[src/rtl/pwrseq_pkg.sv]
package pwrseq_pkg;
  typedef enum logic [1:0] {
    PM_RUN    = 2'b00,
    PM_IDLE   = 2'b01,
    PM_DROWSY = 2'b10,
    PM_SLEEP  = 2'b11
  } pmode_e;

  typedef enum logic [1:0] {
    SQ_STEADY = 2'b00,
    SQ_ENTER  = 2'b01,
    SQ_EXIT   = 2'b10
  } sq_e;
endpackage

[src/rtl/pwrseq_timer.sv]
// Down counter: load sets it, then it falls to zero and waits there.
module pwrseq_timer #(
  parameter int CW = 16
) (
  input  logic          clk,
  input  logic          rst_n,
  input  logic          load,
  input  logic [CW-1:0] load_val,
  output logic          expire
);
  logic [CW-1:0] cnt_q;

  always_ff @(posedge clk or negedge rst_n) begin
    if (!rst_n)
      cnt_q <= '0;
    else if (load)
      cnt_q <= load_val;
    else if (cnt_q != '0)
      cnt_q <= cnt_q - 1'b1;
  end

  assign expire = (cnt_q == '0);
endmodule

[src/rtl/pwrseq_latsel.sv]
// Picks the reload value (latency - 1) for the mode being moved to or left.
module pwrseq_latsel
  import pwrseq_pkg::*;
#(
  parameter int LAT_IDLE = 180,
  parameter int LAT_DEEP = 36000,
  parameter int CW       = 16
) (
  input  pmode_e        mode,
  output logic [CW-1:0] reload
);
  localparam logic [CW-1:0] RL_IDLE = CW'(LAT_IDLE - 1);
  localparam logic [CW-1:0] RL_DEEP = CW'(LAT_DEEP - 1);

  always_comb begin
    unique case (mode)
      PM_IDLE:            reload = RL_IDLE;
      PM_DROWSY, PM_SLEEP: reload = RL_DEEP;
      default:            reload = '0;
    endcase
  end
endmodule

[src/rtl/pwrseq_clkdec.sv]
// Maps sequencer state and held mode onto clock enables and power class.
module pwrseq_clkdec
  import pwrseq_pkg::*;
(
  input  sq_e        state,
  input  pmode_e     mode,
  output logic       core_clk_en,
  output logic       clkgen_en,
  output logic [1:0] pwr_lvl
);
  always_comb begin
    core_clk_en = 1'b0;
    clkgen_en   = 1'b0;
    unique case (state)
      SQ_ENTER: begin
        core_clk_en = 1'b1;
        clkgen_en   = 1'b1;
      end
      SQ_EXIT: begin
        core_clk_en = 1'b0;
        clkgen_en   = 1'b1;
      end
      default: begin
        core_clk_en = (mode == PM_RUN);
        clkgen_en   = (mode == PM_RUN) || (mode == PM_IDLE);
      end
    endcase
  end

  // The power class is the mode code inverted: 00->3, 01->2, 10->1, 11->0.
  assign pwr_lvl = ~mode;
endmodule

[src/rtl/pwr_sequencer.sv]
module pwr_sequencer
  import pwrseq_pkg::*;
#(
  parameter int LAT_IDLE = 180,
  parameter int LAT_DEEP = 36000
) (
  input  logic       clk,
  input  logic       rst_n,
  input  logic       req_valid,
  input  logic [1:0] req_mode,
  input  logic       wake,
  output logic       core_clk_en,
  output logic       clkgen_en,
  output logic       ready,
  output logic [1:0] cur_mode,
  output logic [1:0] pwr_lvl
);
  localparam int LAT_MAX = (LAT_IDLE > LAT_DEEP) ? LAT_IDLE : LAT_DEEP;
  localparam int CW      = $clog2(LAT_MAX + 1);

  sq_e    state_q;
  pmode_e mode_q, target_q, lat_mode;
  logic   wake_pend_q;
  logic   expire, load;
  logic   accept_enter, start_exit, wake_now;
  logic [CW-1:0] reload;

  pmode_e req_m;
  assign req_m = pmode_e'(req_mode);

  assign accept_enter = (state_q == SQ_STEADY) && req_valid &&
                        (mode_q == PM_RUN) && (req_m != PM_RUN);
  assign start_exit   = (state_q == SQ_STEADY) && (mode_q != PM_RUN) &&
                        (wake || (req_valid && req_m == PM_RUN));
  assign wake_now     = wake_pend_q || wake;
  assign load         = accept_enter || start_exit ||
                        ((state_q == SQ_ENTER) && expire && wake_now);
  assign lat_mode     = accept_enter ? req_m : target_q;

  pwrseq_latsel #(.LAT_IDLE(LAT_IDLE), .LAT_DEEP(LAT_DEEP), .CW(CW)) u_latsel (
    .mode   (lat_mode),
    .reload (reload)
  );

  pwrseq_timer #(.CW(CW)) u_timer (
    .clk      (clk),
    .rst_n    (rst_n),
    .load     (load),
    .load_val (reload),
    .expire   (expire)
  );

  always_ff @(posedge clk or negedge rst_n) begin
    if (!rst_n) begin
      state_q     <= SQ_STEADY;
      mode_q      <= PM_RUN;
      target_q    <= PM_RUN;
      wake_pend_q <= 1'b0;
    end else begin
      unique case (state_q)
        SQ_STEADY: begin
          if (accept_enter) begin
            state_q  <= SQ_ENTER;
            target_q <= req_m;
          end else if (start_exit) begin
            state_q <= SQ_EXIT;
          end
        end
        SQ_ENTER: begin
          if (expire) begin
            mode_q      <= target_q;
            wake_pend_q <= 1'b0;
            state_q     <= wake_now ? SQ_EXIT : SQ_STEADY;
          end else if (wake) begin
            wake_pend_q <= 1'b1;
          end
        end
        SQ_EXIT: begin
          if (expire) begin
            mode_q   <= PM_RUN;
            target_q <= PM_RUN;
            state_q  <= SQ_STEADY;
          end
        end
        default: state_q <= SQ_STEADY;
      endcase
    end
  end

  pwrseq_clkdec u_clkdec (
    .state       (state_q),
    .mode        (mode_q),
    .core_clk_en (core_clk_en),
    .clkgen_en   (clkgen_en),
    .pwr_lvl     (pwr_lvl)
  );

  assign ready    = (state_q == SQ_STEADY);
  assign cur_mode = mode_q;
endmodule

[config.mk]
export PLATFORM = sky130hd
export DESIGN_NAME = pwr_sequencer
export DESIGN_NICKNAME = d
export VERILOG_FILES = /design/src/rtl/pwrseq_pkg.sv /design/src/rtl/pwrseq_timer.sv /design/src/rtl/pwrseq_latsel.sv /design/src/rtl/pwrseq_clkdec.sv /design/src/rtl/pwr_sequencer.sv
export SDC_FILE = /design/constraint.sdc
export NUM_CORES = 1
export LEC_CHECK = 0
export BUFFER_PORTS_ARGS = -buffer_cell sky130_fd_sc_hd__buf_2
export CELL_PAD_IN_SITES_DETAIL_PLACEMENT = 1
export CELL_PAD_IN_SITES_GLOBAL_PLACEMENT = 1
export CORE_MARGIN = 10
export CORE_UTILIZATION = 48
export CTS_CLUSTER_SIZE = 25
export DETAILED_ROUTE_END_ITERATION = 8
export PLACE_DENSITY_LB_ADDON = 0.25
export SLEW_MARGIN = 20
export SYNTH_ARGS = -nofsm -noshare
export SYNTH_HDL_FRONTEND = slang
export SYNTH_SLANG_ARGS = --single-unit
[constraint.sdc]
create_clock -name clk -period 5.9 [get_ports clk]
set_clock_uncertainty 0.15 [all_clocks]
set_input_delay 0.59 -clock clk [delete_from_list [all_inputs] [get_ports clk]]
set_output_delay 0.59 -clock clk [all_outputs]
set_load 0.02 [all_outputs]
==> flow_summary.yaml, run 1 <==
sta:
  setup_ws_ps: 3670
  fin_crit_sh_pct: 37.8
  slew_violations: 0
  tightest_slew_ps: 678
  rsz0062_at_grt: "no"
  maxSlewHeadroom_pct: 54.5
  fmax_mhz: 449
  min_period_ps: 2230
  setup_viol: 0
  fin_setup_tns_ps: 0
  final_hold_viol_count: 0
clock_tree:
  clock_latency_ps: 320
  ctsHtreeMaxLevel: 1
  clk_path_buf_depth: 2
  post_cts_buffers: 0
  path_clk_slew_ps: 140
  numCtsBuffers: 3
  cts_resized: 0
  cts_hold_repair.buffers: 0
  cts_tree: "yes"
  clock_sinks: 23
  cts-root-buf: "clkbuf_4"
routing:
  top_layer: "met4"
  vias: 1264
  drt-met1-wl_mm: 1.66
  drc: 0
  met3_length_um: 80
  routed_wl_mm: 3.75
  via_per_inst: 6.26
  wl_met2_mm: 1.98
  drtIter0Drc: 51
  wl_per_cell_um: 18.6
  drtAntennaViolNets: 0
  dr.pass1.iters: 4
global_routing:
  grtUsageTotal_pct: 14.7
  antenna_found_initial: 0
  grt_max_degree: 24
  grt_overflow: 0
  grt_pass1_wl_mm: 6.56
  grt_pass1_vias: 1428
run:
  cap_violations: 0
die:
  core-area_um2: 2830
  die_width_um: 75.0
  rows: 19
  dieArea_um2: 5620
  die_h_um: 75.0
  io_pins: 13
  start_util_pct: 51.3
logic_synthesis:
  synth_area_um2: 1450
  avgSynthCellArea_um2: 9.19
  yosys_warnings: 0
  synth_cell_types: 48
  synthArstFlopShare_pct: 100
  synth_edf_count: 0
  ys_ff_latch: 23
  synth_cells: 158
  yosysSeqAreaShare_pct: 39.7
  synth_flop_cell: "dfrtp_1"
  synth_fp_nets: 169
setup_path:
  critical_path.max_fanout: 6
  crit_arrival_ps: 1490
  r2r_cells: 6
  path_class: "flip-flop to primary output"
  r2r-end: "u_timer.cnt_q[11]$_DFFE_PN0P_"
  required_ps: 5160
  regToRegStartpoint: "state_q[0]$_DFFE_PN0P_"
  start_kind: "flip-flop"
  startpoint: "cur_mode[0]$_DFFE_PN0P_"
  r2r_slack_ps: 3730
  cp-endpoint: "core_clk_en"
  critPathCaptureType: "primary output"
placed_design:
  dp_hpwl_mm: 2.94
  place_ws_ps: 3610
  placed_cell_area_um2: 1530
  routabilityCongestion: 0.867
  port_buffers: 12
cells_and_area:
  drive_gt1_share_pct: 16.4
  final_util_pct: 55.1
  insertedDiodeCount: 0
  mostFrequentLayoutCell: "dfrtp_1"
  final_area_um2: 1560
  layout_common_cells: "dfrtp_1 (23), o21ai_0 (17), nand2_1 (13)"
  final_nets: 183
  syn_to_final_growth_pct: 7.41
power_and_ir_drop:
  power_mw: 0.840
  peakVddDrop_mv: 0.198
  powerDensity_nw_per_um2: 539
  power.leakage_nw: 0.657
status:
  status: "finished, final reports clean"
min_path:
  hold_class: "input port to async pin"
critical path, cell delays in order, from the launching register on:
cell,delay (ps)
dfrtp_1,460
or2_2,360
o21ai_0,160
buf_2,190
per-layer routing:
metal / GRT usage (%) / up-vias
met4: 5.04 / 0
met1: 17.0 / 639
met5: 0 / -
li1: - / 602
met2: 26.9 / 19
met3: 2.23 / 4
worst min path at each step:
stage / slack [ps] / end / cells past startpoint
3_3_place_gp: 360 / state_q[0]$_DFFE_PN0P_ / 1
6_report: 80 / target_q[0]$_DFFE_PN0P_ / 1
5_1_grt: 80 / u_timer.cnt_q[15]$_DFFE_PN0P_ / 1
2_1_floorplan: 140 / cur_mode[0]$_DFFE_PN0P_ / 0
3_5_place_dp: 380 / u_timer.cnt_q[0]$_DFFE_PN0P_ / 1
4_1_cts: 80 / u_timer.cnt_q[9]$_DFFE_PN0P_ / 1
Yosys cell counts (3+ instances only):
library cell  instances  area share, %
dfrtp_1              23             40
o21ai_1               3            1.0
nand2_1              13            3.4
ha_1                  5            4.3
nand2b_1              3            1.3
nand3_1               4            1.4
xnor2_1               8            4.8
nor3_1                7            2.4
mux2i_1               3            2.1
nor2_1               10            2.6
inv_1                10            2.6
o21ai_0              17            5.9
a21oi_1               7            2.4
cell families (layout without fill, tap and decap cells):
logic type	Yosys count	in the layout	share of synthesized area (%)
xor+xnor	10	10	6.03
buf+inv	13	26	3.88
fa+ha+maj	5	5	4.31
mux	3	3	2.07
flops	23	23	39.7
compound gates	47	47	21.4
simple gates	57	57	22.7
per-stage QoR:
stage	instances	hold WS [ps]
after detailed placement	198	382
after global routing	202	83.5
after CTS	202	83.2
after floorplan	158	144
after global placement	198	360
final	202	76.0
cell type report:
class                      instances  area [um^2]
fill                             339         1270
multi-input combinational        122          820
tap                               31         38.8
clock inverter                     1         5.00
sequential                        23          576
inverter                          10         37.5
clock buffer                       3         22.5
timing repair buffer              12         60.1
state kept, by name, summed over array words and instances, names as in the netlist:
register / flops
u_timer.cnt_q: 16
wake_pend_q: 1
state_q: 2
target_q: 2
cur_mode: 2
report_power, final:
| group | internal, mW | leakage [nW] | switching [mW] |
|---|---|---|---|
| registers | 0.227 | 0.295 | 0.0799 |
| clock network | 0.0254 | 0.0177 | 0.0520 |
| logic | 0.182 | 0.345 | 0.274 |
| total | 0.434 | 0.657 | 0.406 |
No activity file was read; power rests on OpenSTA's default activity.
==> inputs of run 2 (changes only) <==
Settings changed: CORE_UTILIZATION 48 to 40.
Clock period 5.9 ns to 2 ns, I/O delays scaled along.
==> run 2 against run 1 <==
  * Setup slack got worse by 3600 ps
  * Via count increased by 5.8%
  * Clock power increased to 2.9 times the previous value
  * Worst hold slack got worse by 54 ps
  * Total power increased to 3.4 times the previous value
  * Core utilization decreased by 1.8 points
  * Largest cell class unchanged
  * Largest power group unchanged
==> flow_summary.yaml, run 2 (synthesis gave the netlist of run 1 again) <==
placed_design:
  dp_hpwl_mm: 3.15
  dp.cells: 228
  port_buffers: 12
  routabilityCongestion: 0.831
global_routing:
  antenna_found_initial: 0
  grt_overflow: 0
  grt_pass1_vias: 1468
  grt_pass1_wl_mm: 6.82
  grt_max_degree: 24
  grtUsageTotal_pct: 13.2
cells_and_area:
  final_nets: 206
  drive_gt1_share_pct: 30.9
  top_register: "u_timer.cnt_q"
  syn_to_final_growth_pct: 25.4
  largest_reg_flops: 16
  layout_common_cells: "dfrtp_1 (23), buf_4 (21), o21ai_0 (16)"
  mostFrequentLayoutCell: "dfrtp_1"
  insertedDiodeCount: 0
  fin_cells: 240
power_and_ir_drop:
  peakVddDrop_mv: 0.682
  power.leakage_nw: 0.787
  combPwrFrac_pct: 59.5
  power_frac_clock_pct: 8.0
  switchingPower_mw: 1.31
  seqPwrFrac_pct: 32.5
  powerDensity_nw_per_um2: 1550
  intPower_mw: 1.52
  power_mw: 2.83
  p_sw_share_pct: 46.3
status:
  status: "finished, final reports clean"
setup_path:
  r2r_cells: 9
  r2r-end: "u_timer.cnt_q[14]$_DFFE_PN0P_"
  critical_path.max_fanout: 4
  required_ps: 2080
  path_class: "flip-flop to flip-flop"
  crit_arrival_ps: 2050
  start_kind: "flip-flop"
  r2r_slack_ps: 30
  regToRegStartpoint: "u_timer.cnt_q[1]$_DFFE_PN0P_"
  critPathCaptureType: "flip-flop"
routing:
  wl_per_cell_um: 17.4
  drtAntennaViolNets: 0
  drtIter0Drc: 53
  drc: 0
  routed_wl_mm: 4.17
  vias: 1337
  via_per_inst: 5.57
  dr.pass1.iters: 3
die:
  rows: 21
  io_pins: 13
  die_width_um: 80.2
  start_util_pct: 42.5
  die_h_um: 80.2
  core-area_um2: 3420
  dieArea_um2: 6440
min_path:
  hold_start: "req_mode[0]"
  hold_class: "input port to flip-flop"
  hold_path_depth: 3
  min_to: "target_q[0]$_DFFE_PN0P_"
clock_tree:
  ctsHtreeMaxLevel: 1
  cts_tree: "yes"
  path_clk_slew_ps: 130
  clk_path_buf_depth: 2
  clock_sinks: 23
  clock_latency_ps: 320
  numCtsBuffers: 3
  cts-root-buf: "clkbuf_4"
sta:
  final_hold_viol_count: 0
  slew_violations: 0
  fin_setup_tns_ps: 0
  maxSlewHeadroom_pct: 65.3
  min_period_ps: 1970
  fmax_mhz: 507
  tightest_slew_ps: 520
  setup_viol: 0
  fin_crit_sh_pct: 98.7
run:
  cap_violations: 0
==> run 2: timing repair <==
action / 4_1_cts / 5_1_grt
endpoints found under the hold margin: 23 / 0
pin swaps: 1 / 3
setup endpoints to repair: 8 / 19
gates resized for setup: 0 / 16
setup buffers: 3 / 4
hold buffers: 1 / 0
==> run 2: power by group through the flow <==
| stage | clock network, mW | registers, mW | logic [mW] |
|---|---|---|---|
| after floorplan | 0 | 0.857 | 1.03 |
| after global placement | 0 | 0.882 | 1.42 |
| after detailed placement | 0 | 0.899 | 1.48 |
| after CTS | 0.233 | 0.886 | 1.54 |
| after global routing | 0.251 | 0.944 | 1.85 |
| final | 0.226 | 0.919 | 1.68 |
==> run 2: layout make-up <==
cell class,count,area [um^2]
clock buffers,4,26.3
flip-flops and latches,23,576
inverters,10,37.5
repair buffers,35,239
well taps,46,57.6
multi-input cells,122,885
fillers,426,1600
==> run 2: metrics by stage <==
stage | instance area (um^2) | util, % | setup slack (ps) | hold WS [ps]
after floorplan | 1450 | - | 41.2 | -246
after global placement | 1660 | 48.7 | 33.5 | 57.3
after detailed placement | 1660 | 48.7 | -38.5 | 65.5
after CTS | 1720 | 50.4 | 8.34 | 14.8
after global routing | 1820 | 53.3 | -80.5 | 46.0
final | 1820 | 53.3 | 25.9 | 21.6
==> run 2: worst max path at each step <==
stage | start | depth (start not counted) | slack (ps) | to
5_1_grt | u_timer.cnt_q[0]$_DFFE_PN0P_ | 9 | -80 | u_timer.cnt_q[14]$_DFFE_PN0P_
6_report | u_timer.cnt_q[1]$_DFFE_PN0P_ | 9 | 30 | u_timer.cnt_q[14]$_DFFE_PN0P_
3_5_place_dp | u_timer.cnt_q[5]$_DFFE_PN0P_ | 5 | -40 | u_timer.cnt_q[8]$_DFFE_PN0P_
2_1_floorplan | u_timer.cnt_q[0]$_DFFE_PN0P_ | 8 | 40 | u_timer.cnt_q[13]$_DFFE_PN0P_
4_1_cts | u_timer.cnt_q[13]$_DFFE_PN0P_ | 5 | 8 | u_timer.cnt_q[15]$_DFFE_PN0P_
3_3_place_gp | u_timer.cnt_q[5]$_DFFE_PN0P_ | 5 | 30 | u_timer.cnt_q[8]$_DFFE_PN0P_
==> run 2: worst max-delay path, cell delays in order, from the launching register on <==
cell and delay (ps):
dfrtp_1 410, inv_1 90, ha_1 170, nor2b_4 160, nand4_1 110, buf_4 190, o31ai_4 300, buf_4 170
buf_4 100, nor2_1 40
==> run 2: layer usage <==
metal	GRT usage, %	up-vias	routed length (um)
met5	0	-	0
met4	5.81	0	58
met3	3.45	7	150
met2	23.6	17	2180
met1	14.2	667	1780
li1	-	646	-
==> inputs of run 3 (changes only) <==
Settings changed: CORE_UTILIZATION 40 to 45.
Clock period 2 ns to 1.85 ns, I/O delays scaled along.
==> run 3 against run 2 <==
  * The flow now finishes with violations (setup timing)
  * Core utilization grew 17 points
  * Cell area grew 18%
  * Fmax shrank 1.7%
  * Global-route usage grew 4.8 points
  * Non-clock buffer count grew 22
  * Die area shrank 8.4%
  * Final cell count grew 8.3%
  * Sequential share of layout area shrank 4.9 points
  * Critical path depth shrank 4
  * First-iteration DRC count grew 120%
  * Clock power grew 12%
  * Critical endpoint is now u_timer.cnt_q[13]$_DFFE_PN0P_
  * Largest cell class unchanged
==> flow_summary.yaml, run 3 (synthesis gave the netlist of run 1 again) <==
power_and_ir_drop:
  power_mw: 4.10
  peakVddDrop_mv: 0.940
  power.leakage_nw: 0.928
  powerDensity_nw_per_um2: 1900
cells_and_area:
  top_register: "u_timer.cnt_q"
  final_util_pct: 70.1
  layout_common_cells: "buf_4 (41), dfrtp_1 (22), o21ai_1 (12), buf_2 (12)"
  final_area_um2: 2160
  largest_reg_flops: 16
  fin_cells: 260
  insertedDiodeCount: 0
  mostFrequentLayoutCell: "buf_4"
  drive_gt1_share_pct: 50.5
  syn_to_final_growth_pct: 48.6
  final_nets: 228
setup_path:
  critPathCaptureType: "flip-flop"
  startpoint: "u_timer.cnt_q[5]$_DFFE_PN0P_"
  start_kind: "flip-flop"
  r2r_cells: 5
  r2r_slack_ps: -160
  required_ps: 1960
  r2r-end: "u_timer.cnt_q[13]$_DFFE_PN0P_"
  crit_arrival_ps: 2120
  cp-endpoint: "u_timer.cnt_q[13]$_DFFE_PN0P_"
  path_class: "flip-flop to flip-flop"
  critical_path.max_fanout: 6
  regToRegStartpoint: "u_timer.cnt_q[5]$_DFFE_PN0P_"
placed_design:
  dp.cells: 243
  placed_cell_area_um2: 1820
  routabilityCongestion: 0.876
  port_buffers: 12
  dp_hpwl_mm: 3.62
global_routing:
  grt_max_degree: 24
  grt_pass1_wl_mm: 8.80
  grtUsageTotal_pct: 18.0
  grt_pass1_vias: 1689
  antenna_found_initial: 0
  grt_overflow: 0
sta:
  fin_crit_sh_pct: 109
  setup_viol: 16
  slew_violations: 0
  rsz0062_at_grt: "yes"
  min_period_ps: 2010
  tightest_slew_ps: 569
  maxSlewHeadroom_pct: 62.1
  setup_ws_ps: -158
  fmax_mhz: 498
  final_hold_viol_count: 0
clock_tree:
  clk_path_buf_depth: 2
  ctsHtreeMaxLevel: 1
  numCtsBuffers: 3
  clock_sinks: 23
  cts-root-buf: "clkbuf_4"
  path_clk_slew_ps: 150
  cts_tree: "yes"
  clock_latency_ps: 320
min_path:
  hold_start: "req_mode[0]"
  hold_class: "input port to flip-flop"
die:
  die_h_um: 76.8
  dieArea_um2: 5900
  core-area_um2: 3080
  start_util_pct: 47.2
  rows: 20
  io_pins: 13
  die_width_um: 76.8
status:
  violations: "setup timing"
  status: "finished with violations"
routing:
  drc: 0
  via_per_inst: 6.13
  drtAntennaViolNets: 0
  drtIter0Drc: 119
  wl_per_cell_um: 24.3
  vias: 1594
  dr.pass1.iters: 4
  routed_wl_mm: 6.31
run:
  cap_violations: 0
run 3: layer usage:
metal | routed length, um | up-vias | GRT usage [%]
li1 | - | 693 | -
met1 | 2460 | 804 | 20.6
met2 | 3220 | 70 | 31.9
met5 | 0 | - | 0
met3 | 313 | 27 | 2.56
met4 | 313 | 0 | 8.92
run 3: through the flow:
stage                     worst slack, ps  hold WS (ps)  setup TNS, ps
after detailed placement            -82.0          52.1           -642
after CTS                           -51.2          6.98           -146
final                                -158          15.0          -1250
after global placement               14.4          37.0              0
after floorplan                     -56.2          -261          -72.0
after global routing                 -227          30.0          -2490
run 3: how the worst min path moves through the flow:
| stage | to | slack [ps] | cells past startpoint |
|---|---|---|---|
| 2_1_floorplan | cur_mode[0]$_DFFE_PN0P_ | -260 | 0 |
| 3_3_place_gp | u_timer.cnt_q[13]$_DFFE_PN0P_ | 40 | 1 |
| 3_5_place_dp | u_timer.cnt_q[13]$_DFFE_PN0P_ | 50 | 1 |
| 4_1_cts | target_q[0]$_DFFE_PN0P_ | 7 | 3 |
| 5_1_grt | target_q[0]$_DFFE_PN0P_ | 30 | 3 |
| 6_report | target_q[0]$_DFFE_PN0P_ | 20 | 3 |
run 3: power by group:
| group | total [mW] | internal (mW) | switching (mW) |
|---|---|---|---|
| Clock | 0.253 | 0.0810 | 0.172 |
| Combinational | 2.89 | 1.33 | 1.56 |
| Sequential | 0.961 | 0.723 | 0.238 |
| Total | 4.10 | 2.14 | 1.97 |
run 3: cell type report:
type                    instances  area (um^2)
inverters                      10         37.5
flip-flops and latches         23          577
fillers                       337          921
well taps                      44         55.1
repair buffers                 57          412
clock buffers                   3         22.5
multi-input cells             122         1050
clock inverters                 1         5.00
run 3: what timing repair did:
action	in CTS	in global routing
gates cloned	0	0
setup buffers	7	6
hold buffers	1	0
setup endpoints to repair	22	23
endpoints found under the hold margin	23	0
gates resized for setup	16	39
pin swaps	4	17
run 3: critical path, cell delays in order (launching register included):
cell and delay, ps:
dfrtp_1 440, nor4_4 330, buf_6 180, nand4_1 170
or4_1 530, a21oi_1 160
